$ cat src/rtl/pixPortPkg.sv
package pixPortPkg;

  typedef struct packed {
    logic shiftIn;
    logic shiftOut;
    logic vidFall;
    logic convCapture;
    logic commitMux;
    logic commitGain;
  } portStrobe_t;

  localparam logic [1:0] ADDR_MUX     = 2'b10;
  localparam logic [1:0] ADDR_GAIN    = 2'b01;
  localparam logic [1:0] MUX_RESERVED = 2'b11;

endpackage

$ cat src/rtl/pixPortCtrl.sv
module pixPortCtrl
  import pixPortPkg::*;
#(
  parameter int WORD_W = 8,
  parameter int MUX_W  = 2
) (
  input  logic             clk,
  input  logic             rst,
  input  logic             modeSel,
  input  logic             sclkIn,
  input  logic             loadIn,
  input  logic             vidSampIn,
  input  logic             convStrobe,
  input  logic [1:0]       addrBits,
  input  logic [MUX_W-1:0] muxPayload,
  output portStrobe_t      strobes
);

  localparam int CNT_W = $clog2(WORD_W + 1);
  localparam logic [CNT_W-1:0] FULL_CNT = CNT_W'(WORD_W);

  logic sclkQ, loadQ, vidQ;
  logic sclkRise, loadRise, vidFall;
  logic [CNT_W-1:0] bitCnt;
  logic wordFull, loadAccept;

  always_ff @(posedge clk) begin
    if (rst) begin
      sclkQ <= 1'b0;
      loadQ <= 1'b0;
      vidQ  <= 1'b0;
    end else begin
      sclkQ <= sclkIn;
      loadQ <= loadIn;
      vidQ  <= vidSampIn;
    end
  end

  assign sclkRise = sclkIn & ~sclkQ;
  assign loadRise = loadIn & ~loadQ;
  assign vidFall  = ~vidSampIn & vidQ;

  assign loadAccept = loadRise & ~modeSel;
  assign wordFull   = (bitCnt == FULL_CNT);

  always_ff @(posedge clk) begin
    if (rst) begin
      bitCnt <= '0;
    end else if (loadAccept) begin
      bitCnt <= '0;
    end else if (sclkRise && !modeSel && !wordFull) begin
      bitCnt <= bitCnt + 1'b1;
    end
  end

  always_comb begin
    strobes             = '0;
    strobes.shiftIn     = sclkRise & ~modeSel;
    strobes.shiftOut    = sclkRise & modeSel;
    strobes.vidFall     = vidFall;
    strobes.convCapture = convStrobe;
    strobes.commitGain  = loadAccept & wordFull & (addrBits == ADDR_GAIN);
    strobes.commitMux   = loadAccept & wordFull & (addrBits == ADDR_MUX)
                        & (muxPayload != MUX_W'(MUX_RESERVED));
  end

endmodule

$ cat src/rtl/pixPortDatapath.sv
module pixPortDatapath
  import pixPortPkg::*;
#(
  parameter int WORD_W    = 8,
  parameter int GAIN_W    = 6,
  parameter int MUX_W     = 2,
  parameter bit TAIL_ZERO = 1'b1
) (
  input  logic              clk,
  input  logic              rst,
  input  portStrobe_t       strobes,
  input  logic              dataIn,
  input  logic [WORD_W-1:0] convResult,
  output logic [1:0]        addrBits,
  output logic [MUX_W-1:0]  muxPayload,
  output logic              dataOut,
  output logic [MUX_W-1:0]  muxSel,
  output logic [GAIN_W-1:0] gainCode
);

  localparam int ADDR_W = WORD_W - GAIN_W;

  logic [WORD_W-1:0] inWord;
  logic [WORD_W-1:0] holdReg;
  logic [WORD_W-1:0] storeReg;
  logic [WORD_W-1:0] outShift;
  logic [GAIN_W-1:0] payload;
  logic              tailBit;

  assign payload    = inWord[GAIN_W-1:0];
  assign addrBits   = inWord[WORD_W-1 -: ADDR_W];
  assign muxPayload = payload[MUX_W-1:0];

  always_ff @(posedge clk) begin
    if (rst) begin
      inWord <= '0;
    end else if (strobes.shiftIn) begin
      inWord <= {inWord[WORD_W-2:0], dataIn};
    end
  end

  always_ff @(posedge clk) begin
    if (rst) begin
      muxSel   <= '0;
      gainCode <= '0;
    end else begin
      if (strobes.commitMux)  muxSel   <= muxPayload;
      if (strobes.commitGain) gainCode <= payload;
    end
  end

  generate
    if (TAIL_ZERO) begin : g_zeroTail
      assign tailBit = 1'b0;
    end else begin : g_holdTail
      assign tailBit = outShift[0];
    end
  endgenerate

  always_ff @(posedge clk) begin
    if (rst) begin
      holdReg  <= '0;
      storeReg <= '0;
      outShift <= '0;
    end else begin
      if (strobes.vidFall) begin
        storeReg <= holdReg;
        outShift <= storeReg;
      end else if (strobes.shiftOut) begin
        outShift <= {outShift[WORD_W-2:0], tailBit};
      end
      if (strobes.convCapture) holdReg <= convResult;
    end
  end

  assign dataOut = outShift[WORD_W-1];

endmodule

$ cat src/rtl/pixSerialPort.sv
module pixSerialPort
  import pixPortPkg::*;
#(
  parameter int WORD_W    = 8,
  parameter int GAIN_W    = 6,
  parameter int MUX_W     = 2,
  parameter bit TAIL_ZERO = 1'b1
) (
  input  logic              clk,
  input  logic              rst,
  input  logic              modeSel,
  input  logic              sclkIn,
  input  logic              loadIn,
  input  logic              vidSampIn,
  input  logic              dataIn,
  output logic              dataOut,
  output logic              dataOe,
  input  logic [WORD_W-1:0] convResult,
  input  logic              convStrobe,
  output logic [MUX_W-1:0]  muxSel,
  output logic [GAIN_W-1:0] gainCode
);

  portStrobe_t      strobes;
  logic [1:0]       addrBits;
  logic [MUX_W-1:0] muxPayload;

  pixPortCtrl #(.WORD_W(WORD_W), .MUX_W(MUX_W)) u_ctrl (
    .clk        (clk),
    .rst        (rst),
    .modeSel    (modeSel),
    .sclkIn     (sclkIn),
    .loadIn     (loadIn),
    .vidSampIn  (vidSampIn),
    .convStrobe (convStrobe),
    .addrBits   (addrBits),
    .muxPayload (muxPayload),
    .strobes    (strobes)
  );

  pixPortDatapath #(
    .WORD_W(WORD_W), .GAIN_W(GAIN_W), .MUX_W(MUX_W), .TAIL_ZERO(TAIL_ZERO)
  ) u_dp (
    .clk        (clk),
    .rst        (rst),
    .strobes    (strobes),
    .dataIn     (dataIn),
    .convResult (convResult),
    .addrBits   (addrBits),
    .muxPayload (muxPayload),
    .dataOut    (dataOut),
    .muxSel     (muxSel),
    .gainCode   (gainCode)
  );

  assign dataOe = modeSel;

endmodule

$ cat config.mk
export PLATFORM = sky130hd
export DESIGN_NAME = pixSerialPort
export DESIGN_NICKNAME = d
export VERILOG_FILES = /design/src/rtl/pixPortPkg.sv /design/src/rtl/pixPortCtrl.sv /design/src/rtl/pixPortDatapath.sv /design/src/rtl/pixSerialPort.sv
export SDC_FILE = /design/constraint.sdc
export NUM_CORES = 1
export LEC_CHECK = 0
export BUFFER_PORTS_ARGS = -buffer_cell sky130_fd_sc_hd__buf_4
export CORE_MARGIN = 4
export CORE_UTILIZATION = 60
export DETAILED_ROUTE_END_ITERATION = 7
export PLACE_DENSITY = 0.83
export SYNTH_ARGS = -nofsm -noshare
export SYNTH_HDL_FRONTEND = slang
export SYNTH_SLANG_ARGS = --single-unit
$ cat constraint.sdc
create_clock -name clk -period 2.1 [get_ports clk]
set_input_delay 0.105 -clock clk [delete_from_list [all_inputs] [get_ports clk]]
set_output_delay 0.105 -clock clk [all_outputs]
set_load 0.1 [all_outputs]
After elaboration in Yosys (flattened, before gate mapping)
Index checks and enable logic that the tools add are counted.

Word-level logic and storage cells: 37. Bits in registers: 47.

Multiplexer cells: 2. Reduce and logical (&&, ||, !) cells: 6. Bitwise operators: 14. Equality and inequality tests: 4. $add $sub $neg: 1.

Operators by type and width (number): two-way mux 8 bit (2); AND 1 bit (10); adder 4 x 1 -> 4 bit (second input constant) (1); == test 4 bit (second input constant) (1); NOT 1 bit (4); == test 2 x 1 -> 1 bit (second input constant) (1); == test 2 bit (second input constant) (1); logical AND 1 bit (2); logical NOT 1 bit (2); != test 2 bit (second input constant) (1); nonzero test 2 bit (1); OR reduction 2 bit (1).

Logic depth before layout (Yosys ltp)
Word-level depth: 6. Gate-level depth with buffers: 5. Depth with buffers taken out: 5.

Cells and area by module
From an unflattened synthesis, not the netlist that was laid out.

Cells, all modules: 186. Area total of the unflattened synthesis: 1899.3 sq um.

Modules (own cells, without submodules): pixPortDatapath (cells each 143, sequential area each 800.8 sq um, instances 1, area an instance 1526.5 sq um); pixPortCtrl (cells each 42, sequential area each 140.1 sq um, instances 1, area an instance 365.4 sq um); pixSerialPort (cells each 1, sequential area each 0.0 sq um, instances 1, area an instance 7.5 sq um).

Worst setup path after synthesis
No wires, ideal clock.

Path kind: register -> register. From: register u_ctrl.bitCnt[0]. To: register u_ctrl.bitCnt[2]. Arrival time: 1.351 ns. Slack: 0.679 ns. Library setup time: 0.070 ns. Stages on the path, launching flop included: 6. Path buffers: 0. Period minus slack after synthesis: 1.421 ns. Cells stage by stage: dfxtp_1 inv_1 ha_1 and3b_1 or4_1 a21oi_1.

Word-level cells in the longest chain between the ends: 3. Elaborated cells between the ends (all ways): 4. Those cells by class: add/sub (1); eq/ne (1); reduce/logical (2).

RTL lines: start: declaration (line pixPortCtrl.sv:24) `logic [CNT_W-1:0] bitCnt;`; start signal: assignment (line pixPortCtrl.sv:52) `bitCnt <= bitCnt + 1'b1;`; branches (longest 3 deep; another with adder 4 x 1 -> 4 bit).

Several ways; the timed one is not identified. A chain may end at the register's enable or synchronous reset.

Final worst setup path
From: register u_ctrl.bitCnt[0]. To: register u_dp.gainCode[5].

Word-level cells in the longest chain between the ends: 3.

RTL lines: == test 4 bit (line pixPortCtrl.sv:44) `assign wordFull = (bitCnt == FULL_CNT);`; AND 1 bit (2 in a row) (line pixPortCtrl.sv:62) `strobes.commitGain = loadAccept & wordFull & (addrBits == ADDR_GAIN);`; end signal: assignment (line pixPortDatapath.sv:48) `if (strobes.commitGain) gainCode <= payload;`; end: declaration (line pixPortDatapath.sv:18) `output logic [GAIN_W-1:0] gainCode`.

Every way passes these cells.

==> results.yml <==
power_and_ir_drop:
  power.switching_w: 0.0003756
  seqPwrFrac_pct: 59.8
  leakage_nw: 0.8378
  peakVddDrop_v: 0.0005517
  power.share.switching_pct: 24.00
  p_int_w: 0.001189
  powerDensity_mw_per_mm2: 691.1
  power.share.clock_pct: 29.9
  combPwrFrac_pct: 10.3
global_routing:
  grt_first_pass_wirelength_um: 7031
  grt_max_degree: 51
  grt_pass1_vias: 1547
  grt.overflow.total: 0
  grt_usage_pct: 21.48
  antenna_found_initial: 0
timing:
  rsz0062_at_grt: "false"
  setup_violations: 0
  max_freq_mhz: 603.0
  finalCritPeriodShare_pct: 78.97
  hold_viol_final: 0
  relSlewSlack_pct: 58.61
  final_max_slew_viol_count: 0
  worst-slew-pin-transition_ns: 0.6182
  hold_ws_ns: 0.01213
  setup-tns-final_ns: 0
  final.setup_skew_ns: 0.002939
  fin_crit_ns: 1.658
detailed_routing:
  drt_pass1_iterations: 4
  vias: 1544
  vias_per_cell: 5.361
  drc: 0
  wl_per_cell_um: 13.58
  first_iter_violations: 96
  drtAntennaViolNets: 0
  drt-total-wl_um: 3911
layout:
  diodes: 0
  final_layout_size_suffix_gt1_share_pct: 15.98
  area_growth_pct: 19.39
  nFillCells: 227
  final_net_count: 261
logic_synthesis:
  ys_async_sr_fraction_pct: 0
  ys.flop_type: "dfxtp_1"
  syn_area_per_cell_um2: 8.864
  ys_seq_area_share_pct: 49.60
  synthesis.area_mm2: 0.001897
  synthTopCellsByArea: "dfxtp_1 (50%), nand2_1 (9.3%), mux2i_1 (8.4%)"
  yosys.area.top_type: "dfxtp_1"
  synth_top_area_share_pct: 49.60
  synth_cell_types: 29
  synth_nets: 232
  synth-edff-count: 0
  yosys_warnings: 0
  synth_common_cells: "dfxtp_1 (47), nand2_1 (47), a21oi_1 (21)"
  netlist_instances: 214
  ys_ff_latch: 47
clock_network:
  cts_buffers: 5
  htreeDepth: 2
  clk_pin_slew_ns: 0.13
  cts_sinks: 47
  clk_path_buf_depth: 2
  cts_tree: "done"
  cts_hold_buf: 10
  root_buffer: "clkbuf_4"
  post_cts_resized: 0
  post_cts_buffers: 0
  insertion_delay_ns: 0.35
floorplanning:
  initial_core_util_pct: 62.64
  io_pins: 26
  core-area_mm2: 0.003028
  die_h_um: 64.23
  dieArea_mm2: 0.004125
  row_count: 20
  die-width_um: 64.23
worst_setup_path:
  start_kind: "flop"
  critPathArrivalTime_ns: 1.95
  crit_path_end_kind: "flop"
  cp.required_ns: 2.39
  worstPathMaxFanout: 6
  criticalPathCategory: "flop to flop"
place:
  gp_congestion: 0.7888
  portBuffers: 25
  hpwlAfterDp_um: 2585
run:
  maxCapViolations: 0
run_status:
  status: "completed"
min_path:
  hp-class: "primary input to flop"
state kept, by name, indices dropped and copies added (netlist names):
| name | flops |
|---|---|
| u_ctrl.loadQ | 1 |
| u_dp.inWord | 8 |
| u_dp.muxSel | 2 |
| u_dp.holdReg | 8 |
| u_dp.outShift | 8 |
| u_dp.storeReg | 8 |
| u_ctrl.vidQ | 1 |
| u_ctrl.sclkQ | 1 |
| u_dp.gainCode | 6 |
| u_ctrl.bitCnt | 4 |
layout by cell type (no fill, tap or decap), drive strengths merged:
cell / Yosys / final
or2: 1 / 1
nand3: 3 / 3
dfxtp: 47 / 47
or2b: 1 / 1
inv: 4 / 4
nand3b: 2 / 2
o21ai: 4 / 4
or4: 1 / 1
a21oi: 21 / 21
clkbuf: 12 / 8
or3b: 2 / 2
buf: 3 / 26
nand2b: 16 / 16
nor2: 8 / 8
nor3: 7 / 7
a311oi: 7 / 7
nor4: 1 / 1
ha: 2 / 2
nor3b: 1 / 1
and3b: 2 / 2
nand2: 47 / 47
or3: 1 / 1
a2111o: 1 / 1
mux2i: 16 / 16
nor2b: 4 / 4
dlygate4sd3: 0 / 11
power groups by stage:
stage | combinational, W | clock [W] | sequential [W]
floorplan | 0.0000934 | 0 | 0.000961
global placement | 0.000135 | 0 | 0.000953
detailed placement | 0.000143 | 0 | 0.000955
CTS | 0.000157 | 0.000472 | 0.000935
global route | 0.000176 | 0.000527 | 0.000940
finish | 0.000161 | 0.000468 | 0.000936
path summary, 6_finish.rpt:
check | slack, ns | startpoint | cells after the start | to
min reg2reg | 0.47 | u_dp.storeReg[2] | 2 | u_dp.storeReg[2]
max | 0.44 | u_ctrl.bitCnt[0] | 5 | u_dp.gainCode[5]
min | 0.01 | convResult[3] | 3 | u_dp.holdReg[3]
max reg2reg | 0.44 | u_ctrl.bitCnt[0] | 5 | u_dp.gainCode[5]
per-stage QoR:
stage | instances | worst slack, ns | util [%] | area (µm²) | total power, W
final | 288 | 0.4417 | 74.79 | 2265 | 0.001565
after global routing | 288 | 0.2885 | 74.79 | 2265 | 0.001643
after CTS | 287 | 0.4294 | 74.46 | 2255 | 0.001565
after detailed placement | 269 | 0.4645 | 68.88 | 2086 | 0.001098
after global placement | 269 | 0.5802 | 68.88 | 2086 | 0.001088
after floorplan | 214 | 0.6793 | - | 1897 | 0.001055
critical path, stage by stage (launching register included):
cell,delay (ns)
dfxtp_1,0.36
inv_1,0.10
ha_1,0.18
nand3b_1,0.21
nor4_4,0.49
mux2i_1,0.26
logic make-up (layout without fill, tap and decap cells):
kind of cell,after synthesis,count (layout),synth area share (%)
AOI/OAI and AO/OA,33,33,10.42
DFF,47,47,49.60
adders and majority gates,2,2,1.319
muxes,16,16,8.443
buffers and inverters,19,49,4.023
and+or+nand+nor,97,97,26.19
cell type report:
type,instances,area (µm²),share of cell area [%]
sequential,47,940.9,41.55
timing repair buffer,37,305.3,13.48
multi-input combinational,148,879.6,38.84
inverter,4,15.01,0.6630
tap,44,55.05,2.431
clock buffer,8,68.82,3.039
per-layer routing:
layer	routed length (µm)	GRT usage, %	vias to the layer above
met5	0	0	-
met4	92	8.707	0
met3	180	6.503	11
met2	1878	34.71	42
met1	1759	26.59	714
li1	-	-	777
No activity file was read; power rests on OpenSTA's default activity.
